<file path="src/rtl/egpio_pkg.sv">
package egpio_pkg;
  localparam int WORD_W      = 32;
  localparam int GRP_W       = 16;
  localparam int GLB_EN_OFF  = 8;
  localparam int BANK_BASE   = 16;
  localparam int BANK_STRIDE = 40;

  localparam logic [5:0] R_DIR   = 6'h00;
  localparam logic [5:0] R_DOUT  = 6'h04;
  localparam logic [5:0] R_SET   = 6'h08;
  localparam logic [5:0] R_CLR   = 6'h0C;
  localparam logic [5:0] R_DIN   = 6'h10;
  localparam logic [5:0] R_SRISE = 6'h14;
  localparam logic [5:0] R_CRISE = 6'h18;
  localparam logic [5:0] R_SFALL = 6'h1C;
  localparam logic [5:0] R_CFALL = 6'h20;
  localparam logic [5:0] R_STAT  = 6'h24;

  function automatic int bank_base(int b);
    return BANK_BASE + b * BANK_STRIDE;
  endfunction
endpackage

</file>
<file path="src/rtl/egpio_in_sync.sv">
module egpio_in_sync #(
  parameter int W = 32
) (
  input  logic         clk_i,
  input  logic         rst_ni,
  input  logic [W-1:0] pin_i,
  output logic [W-1:0] sync_o,
  output logic [W-1:0] prev_o
);
  logic [W-1:0] meta_q, sync_q, prev_q;

  always_ff @(posedge clk_i or negedge rst_ni) begin
    if (!rst_ni) begin
      meta_q <= '0;
      sync_q <= '0;
      prev_q <= '0;
    end else begin
      meta_q <= pin_i;
      sync_q <= meta_q;
      prev_q <= sync_q;
    end
  end

  assign sync_o = sync_q;
  assign prev_o = prev_q;
endmodule

</file>
<file path="src/rtl/egpio_bank.sv">
module egpio_bank
  import egpio_pkg::*;
#(
  parameter int W = WORD_W
) (
  input  logic         clk_i,
  input  logic         rst_ni,
  input  logic         wr_i,
  input  logic [5:0]   off_i,
  input  logic [W-1:0] wdata_i,
  output logic [W-1:0] rdata_o,
  input  logic [W-1:0] pin_i,
  output logic [W-1:0] pin_o,
  output logic [W-1:0] oe_o,
  output logic [W-1:0] stat_o
);
  logic [W-1:0] dir_q, dout_q, ren_q, fen_q, stat_q;
  logic [W-1:0] din, din_prev, hit, ack;

  egpio_in_sync #(.W(W)) u_sync (
    .clk_i  (clk_i),
    .rst_ni (rst_ni),
    .pin_i  (pin_i),
    .sync_o (din),
    .prev_o (din_prev)
  );

  always_ff @(posedge clk_i or negedge rst_ni) begin
    if (!rst_ni) begin
      dir_q  <= '1;
      dout_q <= '0;
      ren_q  <= '0;
      fen_q  <= '0;
    end else if (wr_i) begin
      case (off_i)
        R_DIR:   dir_q  <= wdata_i;
        R_DOUT:  dout_q <= wdata_i;
        R_SET:   dout_q <= dout_q | wdata_i;
        R_CLR:   dout_q <= dout_q & ~wdata_i;
        R_SRISE: ren_q  <= ren_q | wdata_i;
        R_CRISE: ren_q  <= ren_q & ~wdata_i;
        R_SFALL: fen_q  <= fen_q | wdata_i;
        R_CFALL: fen_q  <= fen_q & ~wdata_i;
        default: ;
      endcase
    end
  end

  // enabled edges seen this cycle; they override a same-cycle acknowledge
  assign hit = (din & ~din_prev & ren_q) | (~din & din_prev & fen_q);
  assign ack = (wr_i && off_i == R_STAT) ? wdata_i : '0;

  always_ff @(posedge clk_i or negedge rst_ni) begin
    if (!rst_ni) stat_q <= '0;
    else         stat_q <= (stat_q & ~ack) | hit;
  end

  always_comb begin
    case (off_i)
      R_DIR:                rdata_o = dir_q;
      R_DOUT, R_SET, R_CLR: rdata_o = dout_q;
      R_DIN:                rdata_o = din;
      R_SRISE, R_CRISE:     rdata_o = ren_q;
      R_SFALL, R_CFALL:     rdata_o = fen_q;
      R_STAT:               rdata_o = stat_q;
      default:              rdata_o = '0;
    endcase
  end

  assign pin_o  = dout_q;
  assign oe_o   = ~dir_q;
  assign stat_o = stat_q;
endmodule

</file>
<file path="src/rtl/egpio_irq_gate.sv">
module egpio_irq_gate #(
  parameter int W = 16
) (
  input  logic [W-1:0] stat_i,
  input  logic         en_i,
  output logic         irq_o
);
  assign irq_o = en_i & (|stat_i);
endmodule

</file>
<file path="src/rtl/edge_gpio_ctrl.sv">
module edge_gpio_ctrl
  import egpio_pkg::*;
#(
  parameter int NUM_BANKS = 2,
  parameter int ADDR_W    = 8
) (
  input  logic                        clk_i,
  input  logic                        rst_ni,
  input  logic                        we_i,
  input  logic [ADDR_W-1:0]           addr_i,
  input  logic [WORD_W-1:0]           wdata_i,
  output logic [WORD_W-1:0]           rdata_o,
  input  logic [NUM_BANKS*WORD_W-1:0] pin_i,
  output logic [NUM_BANKS*WORD_W-1:0] pin_o,
  output logic [NUM_BANKS*WORD_W-1:0] pin_oe_o,
  output logic [NUM_BANKS*2-1:0]      irq_o
);
  localparam int NPIN = NUM_BANKS * WORD_W;
  localparam int NGRP = NPIN / GRP_W;

  logic [NGRP-1:0]                glb_en_q;
  logic [NUM_BANKS-1:0]           bank_sel;
  logic [NUM_BANKS-1:0][WORD_W-1:0] bank_rd;
  logic [NPIN-1:0]                stat_all;
  logic                           glb_hit;

  assign glb_hit = (int'(addr_i) == GLB_EN_OFF);

  always_ff @(posedge clk_i or negedge rst_ni) begin
    if (!rst_ni)             glb_en_q <= '0;
    else if (we_i && glb_hit) glb_en_q <= wdata_i[NGRP-1:0];
  end

  for (genvar b = 0; b < NUM_BANKS; b++) begin : g_bank
    localparam int BASE = bank_base(b);
    logic [5:0] off;
    assign bank_sel[b] = (int'(addr_i) >= BASE) && (int'(addr_i) < BASE + BANK_STRIDE);
    assign off = 6'(int'(addr_i) - BASE);

    egpio_bank #(.W(WORD_W)) u_bank (
      .clk_i   (clk_i),
      .rst_ni  (rst_ni),
      .wr_i    (we_i && bank_sel[b]),
      .off_i   (off),
      .wdata_i (wdata_i),
      .rdata_o (bank_rd[b]),
      .pin_i   (pin_i[b*WORD_W +: WORD_W]),
      .pin_o   (pin_o[b*WORD_W +: WORD_W]),
      .oe_o    (pin_oe_o[b*WORD_W +: WORD_W]),
      .stat_o  (stat_all[b*WORD_W +: WORD_W])
    );
  end

  for (genvar g = 0; g < NGRP; g++) begin : g_irq
    egpio_irq_gate #(.W(GRP_W)) u_gate (
      .stat_i (stat_all[g*GRP_W +: GRP_W]),
      .en_i   (glb_en_q[g]),
      .irq_o  (irq_o[g])
    );
  end

  always_comb begin
    rdata_o = glb_hit ? WORD_W'(glb_en_q) : '0;
    for (int b = 0; b < NUM_BANKS; b++)
      if (bank_sel[b]) rdata_o = rdata_o | bank_rd[b];
  end
endmodule

</file>
<file path="config.mk">
export PLATFORM = sky130hd
export DESIGN_NAME = edge_gpio_ctrl
export DESIGN_NICKNAME = d
export VERILOG_FILES = /design/src/rtl/egpio_pkg.sv /design/src/rtl/egpio_in_sync.sv /design/src/rtl/egpio_bank.sv /design/src/rtl/egpio_irq_gate.sv /design/src/rtl/edge_gpio_ctrl.sv
export SDC_FILE = /design/constraint.sdc
export NUM_CORES = 1
export LEC_CHECK = 0
export BUFFER_PORTS_ARGS = -buffer_cell sky130_fd_sc_hd__buf_2
export CAP_MARGIN = 20
export CORE_MARGIN = 4
export CORE_UTILIZATION = 50
export CTS_CLUSTER_DIAMETER = 150
export DETAILED_ROUTE_END_ITERATION = 6
export PLACE_DENSITY = 0.66
export SLEW_MARGIN = 0
export SYNTH_ARGS = -nofsm -noshare
export SYNTH_HDL_FRONTEND = slang
export SYNTH_HIERARCHICAL = 1
export SYNTH_SLANG_ARGS = --single-unit
</file>
<file path="constraint.sdc">
create_clock -name clk_i -period 2.39 [get_ports clk_i]
set_input_delay 0.1195 -clock clk_i [delete_from_list [all_inputs] [get_ports clk_i]]
set_output_delay 0.1195 -clock clk_i [all_outputs]
set_load 0.1 [all_outputs]
</file>
==> run metrics <==
outcome=complete, but fails checks; failing checks=setup timing; Vias=18,700; Clock Sinks=between 500 and 600; per-cell routed wire length=between 20 and 30 µm; area of the multi-input gates=roughly 9000 µm²; Post-synth top cells=452 x dfrtp_1, 160 x nand2_1, 143 x a22o_1; drt first-iter violations=~2,000; Main synth FF type=dfrtp_1; placed cells=~2,700; crit end category=output port; YS warnings=6; port buffer count=270; Hold WC Path Type=in -> async; worst setup margin=-0.00769 ns; Max H-tree Level=2; Final Skew=approximately 0.027 ns; top post-synthesis cells by area=dfrtp_1 50%, dfstp_2 7.5%, mux2_2 6.0%; pre-CTS WS=-0.270 ns; filler-free cell count of the finished design=slightly below 3,000; Mapped Area=roughly 22,000 µm²; P&R area growth vs syn=32.0%; share of the synthesized area in the top cell type=0.504; Max clock buf depth=3; gpl congestion=slightly below 1; final WL=~77 mm; Num CTS Buffers=54; MaxCap Viol Count=0; Min Clock Period, post-route=2.40 ns; Worst setup SP type=input port; hpwl dp=~51 mm; sequential fraction of the synthesis area=0.579; later-pin clock latency in the skew report=between 0.6 and 0.7 ns; Setup Viol. Count Final=1; initial antenna violation count=2; Slowest cell on crit path=or4b_4; Leak Pwr=12.4 nW; FMAX=0.417 GHz; Congestion Overflow GR=0; share of layout cells above drive strength 1=0.330; Worst Path Required=~2.3 ns; Synth Net Count=between 2,000 and 2,500; Unique masters post-synth=47; post-layout util=0.669; post-synth top area cell=dfrtp_1; first-pass GRT wire length=between 100 and 150 mm; fin crit share=1.00; clock transition at the registers of the reported paths=0.06 ns; root buffer cell=clkbuf_16; Worst R2R Setup Slack=1.53 ns; number of flops mapped to enable cells by yosys=0; CP dominant cell by count=inv_2; Worst Tran Pin Value=0.645 ns; DRT Pass-1 Iters=6; DRT antenna net count=0; slowest cell delay on critical path=roughly 0.47 ns; Chip Width=approximately 220 µm; drc violations=0; # rows=77; Die Y=between 200 and 250 µm; Bufs and invs on worst path=6; die area=a little under 50,000 µm²; Mean Syn Cell Area=~12 µm²; P per Cell Area=roughly 760 nW/µm²; CP delay by family, top=buffers and inverters; I/O pin cnt=roughly 270; Max rail drop VDD=0.000551 V; Starting Density=0.507; post-DR vias/cell=approximately 6.3; Fillers=3,285; total global-route track usage=0.313; Final TNS setup=-0.00769 ns; Core ar.=~44,000 µm²; largest net degree at the start of global routing=80; post-synthesis async set-or-reset flop share=1.00; register bit total from synthesis=between 500 and 600; hold violation count in the final report=0; relative slew slack=0.570; critical path data arrival time=approximately 2.3 ns; CP max FO=8; max-slew violations=0; Post-layout nets=2,433; kind of critical path=in -> out; CTS tree=built; Register Area=about 13,000 µm²; Hold WS=0.0494 ns; most frequent cell after synthesis=dfrtp_1; gate count of the mapped netlist=1,895; vias in the first global route=approximately 19,000; crit path cell chain=buf_4 -> inv_2 -> ha_4 -> inv_2 -> or4b_4 -> a211oi_4 -> buf_6 -> clkbuf_16 -> a221o_1 -> a22o_4 -> buf_12; R2R cell count=2
-- logic make-up (layout without fill, tap and decap cells) --
| group | Yosys count | after routing | synth area share |
|---|---|---|---|
| AO/OA/AOI/OAI | 607 | 607 | 0.200 |
| flip-flops | 516 | 516 | 0.579 |
| AND/OR/NAND/NOR | 352 | 352 | 0.0822 |
| buffers and inverters | 215 | 687 | 0.0394 |
| multiplexers | 198 | 198 | 0.0963 |
| adder cells (fa/ha/maj) | 4 | 4 | 0.00223 |
| XOR/XNOR | 3 | 3 | 0.00117 |
| other | 0 | 3 | 0 |
-- cell type report --
cell class,count,share of cell area
Sequential cell,516,0.438
Multi-Input combinational cell,1164,0.308
Timing Repair Buffer,509,0.153
Clock buffer,76,0.0532
Tap cell,592,0.0250
Clock inverter,25,0.0123
Inverter,77,0.00984
Antenna cell,3,0.000253
-- layer usage --
layer	GRT usage	wire (µm)	vias up
met2	0.514	36700	1021
met5	0	0	-
met3	0.0532	6260	220
li1	-	-	7983
met4	0.132	3610	0
met1	0.415	30100	9448
-- worst max-delay path by stage --
| stage | from | depth (start not counted) | end |
|---|---|---|---|
| after global routing | addr_i[5] | 11 | rdata_o[18] |
| after CTS | addr_i[3] | 12 | rdata_o[24] |
| after global placement | addr_i[3] | 9 | rdata_o[12] |
| after floorplan | addr_i[4] | 11 | register |
| after detailed placement | addr_i[3] | 9 | rdata_o[12] |
| final | addr_i[5] | 11 | rdata_o[19] |
-- placed cells by master, fill, tap and decap left out, types with 8 or more instances in the layout --
| cell | instances |
|---|---|
| inv_1 | 74 |
| mux2_2 | 120 |
| buf_12 | 67 |
| mux2i_1 | 60 |
| dlygate4sd3_1 | 98 |
| a22oi_1 | 12 |
| buf_6 | 15 |
| nor4_1 | 18 |
| clkbuf_16 | 60 |
| buf_2 | 235 |
| a22o_4 | 27 |
| o211ai_1 | 64 |
| dfrtp_1 | 452 |
| dfstp_2 | 64 |
| bufinv_16 | 9 |
| nor2_1 | 64 |
| clkbuf_1 | 11 |
| a22o_1 | 114 |
| clkinv_2 | 10 |
| a221o_1 | 52 |
| nand2_1 | 160 |
| mux2_1 | 8 |
| o21ai_0 | 130 |
| nand3b_1 | 66 |
| o2bb2ai_1 | 45 |
| a31oi_1 | 128 |
| clkbuf_8 | 8 |
| buf_4 | 85 |
-- metrics by stage --
step           power (mW)  cell area, µm²
2_1_floorplan        11.9           22700
3_3_place_gp         13.1           26100
3_5_place_dp         13.2           26100
4_1_cts              22.4           29300
5_1_grt              23.1           29600
6_report             22.4           29600
-- worst register-to-register path: stages (launching register included) --
cell     delay [ns]
dfrtp_1        0.46
a31oi_1        0.19
a31oi_1        0.07
-- power breakdown --
| part | internal, mW | switching, mW |
|---|---|---|
| Clock | 5.57 | 3.56 |
| Combinational | 1.02 | 2.44 |
| Sequential | 9.33 | 0.485 |
-- timing repair --
item / in CTS / in global routing
gates resized for setup: 41 / 31
endpoints found under the hold margin: 718 / 0
gates cloned: 6 / 3
setup endpoints to repair: 32 / 33
hold buffers: 98 / 0
buffers inserted: 6 / 6
pin swaps: 15 / 17
Note: power is estimated with default switching activity, not from simulation.
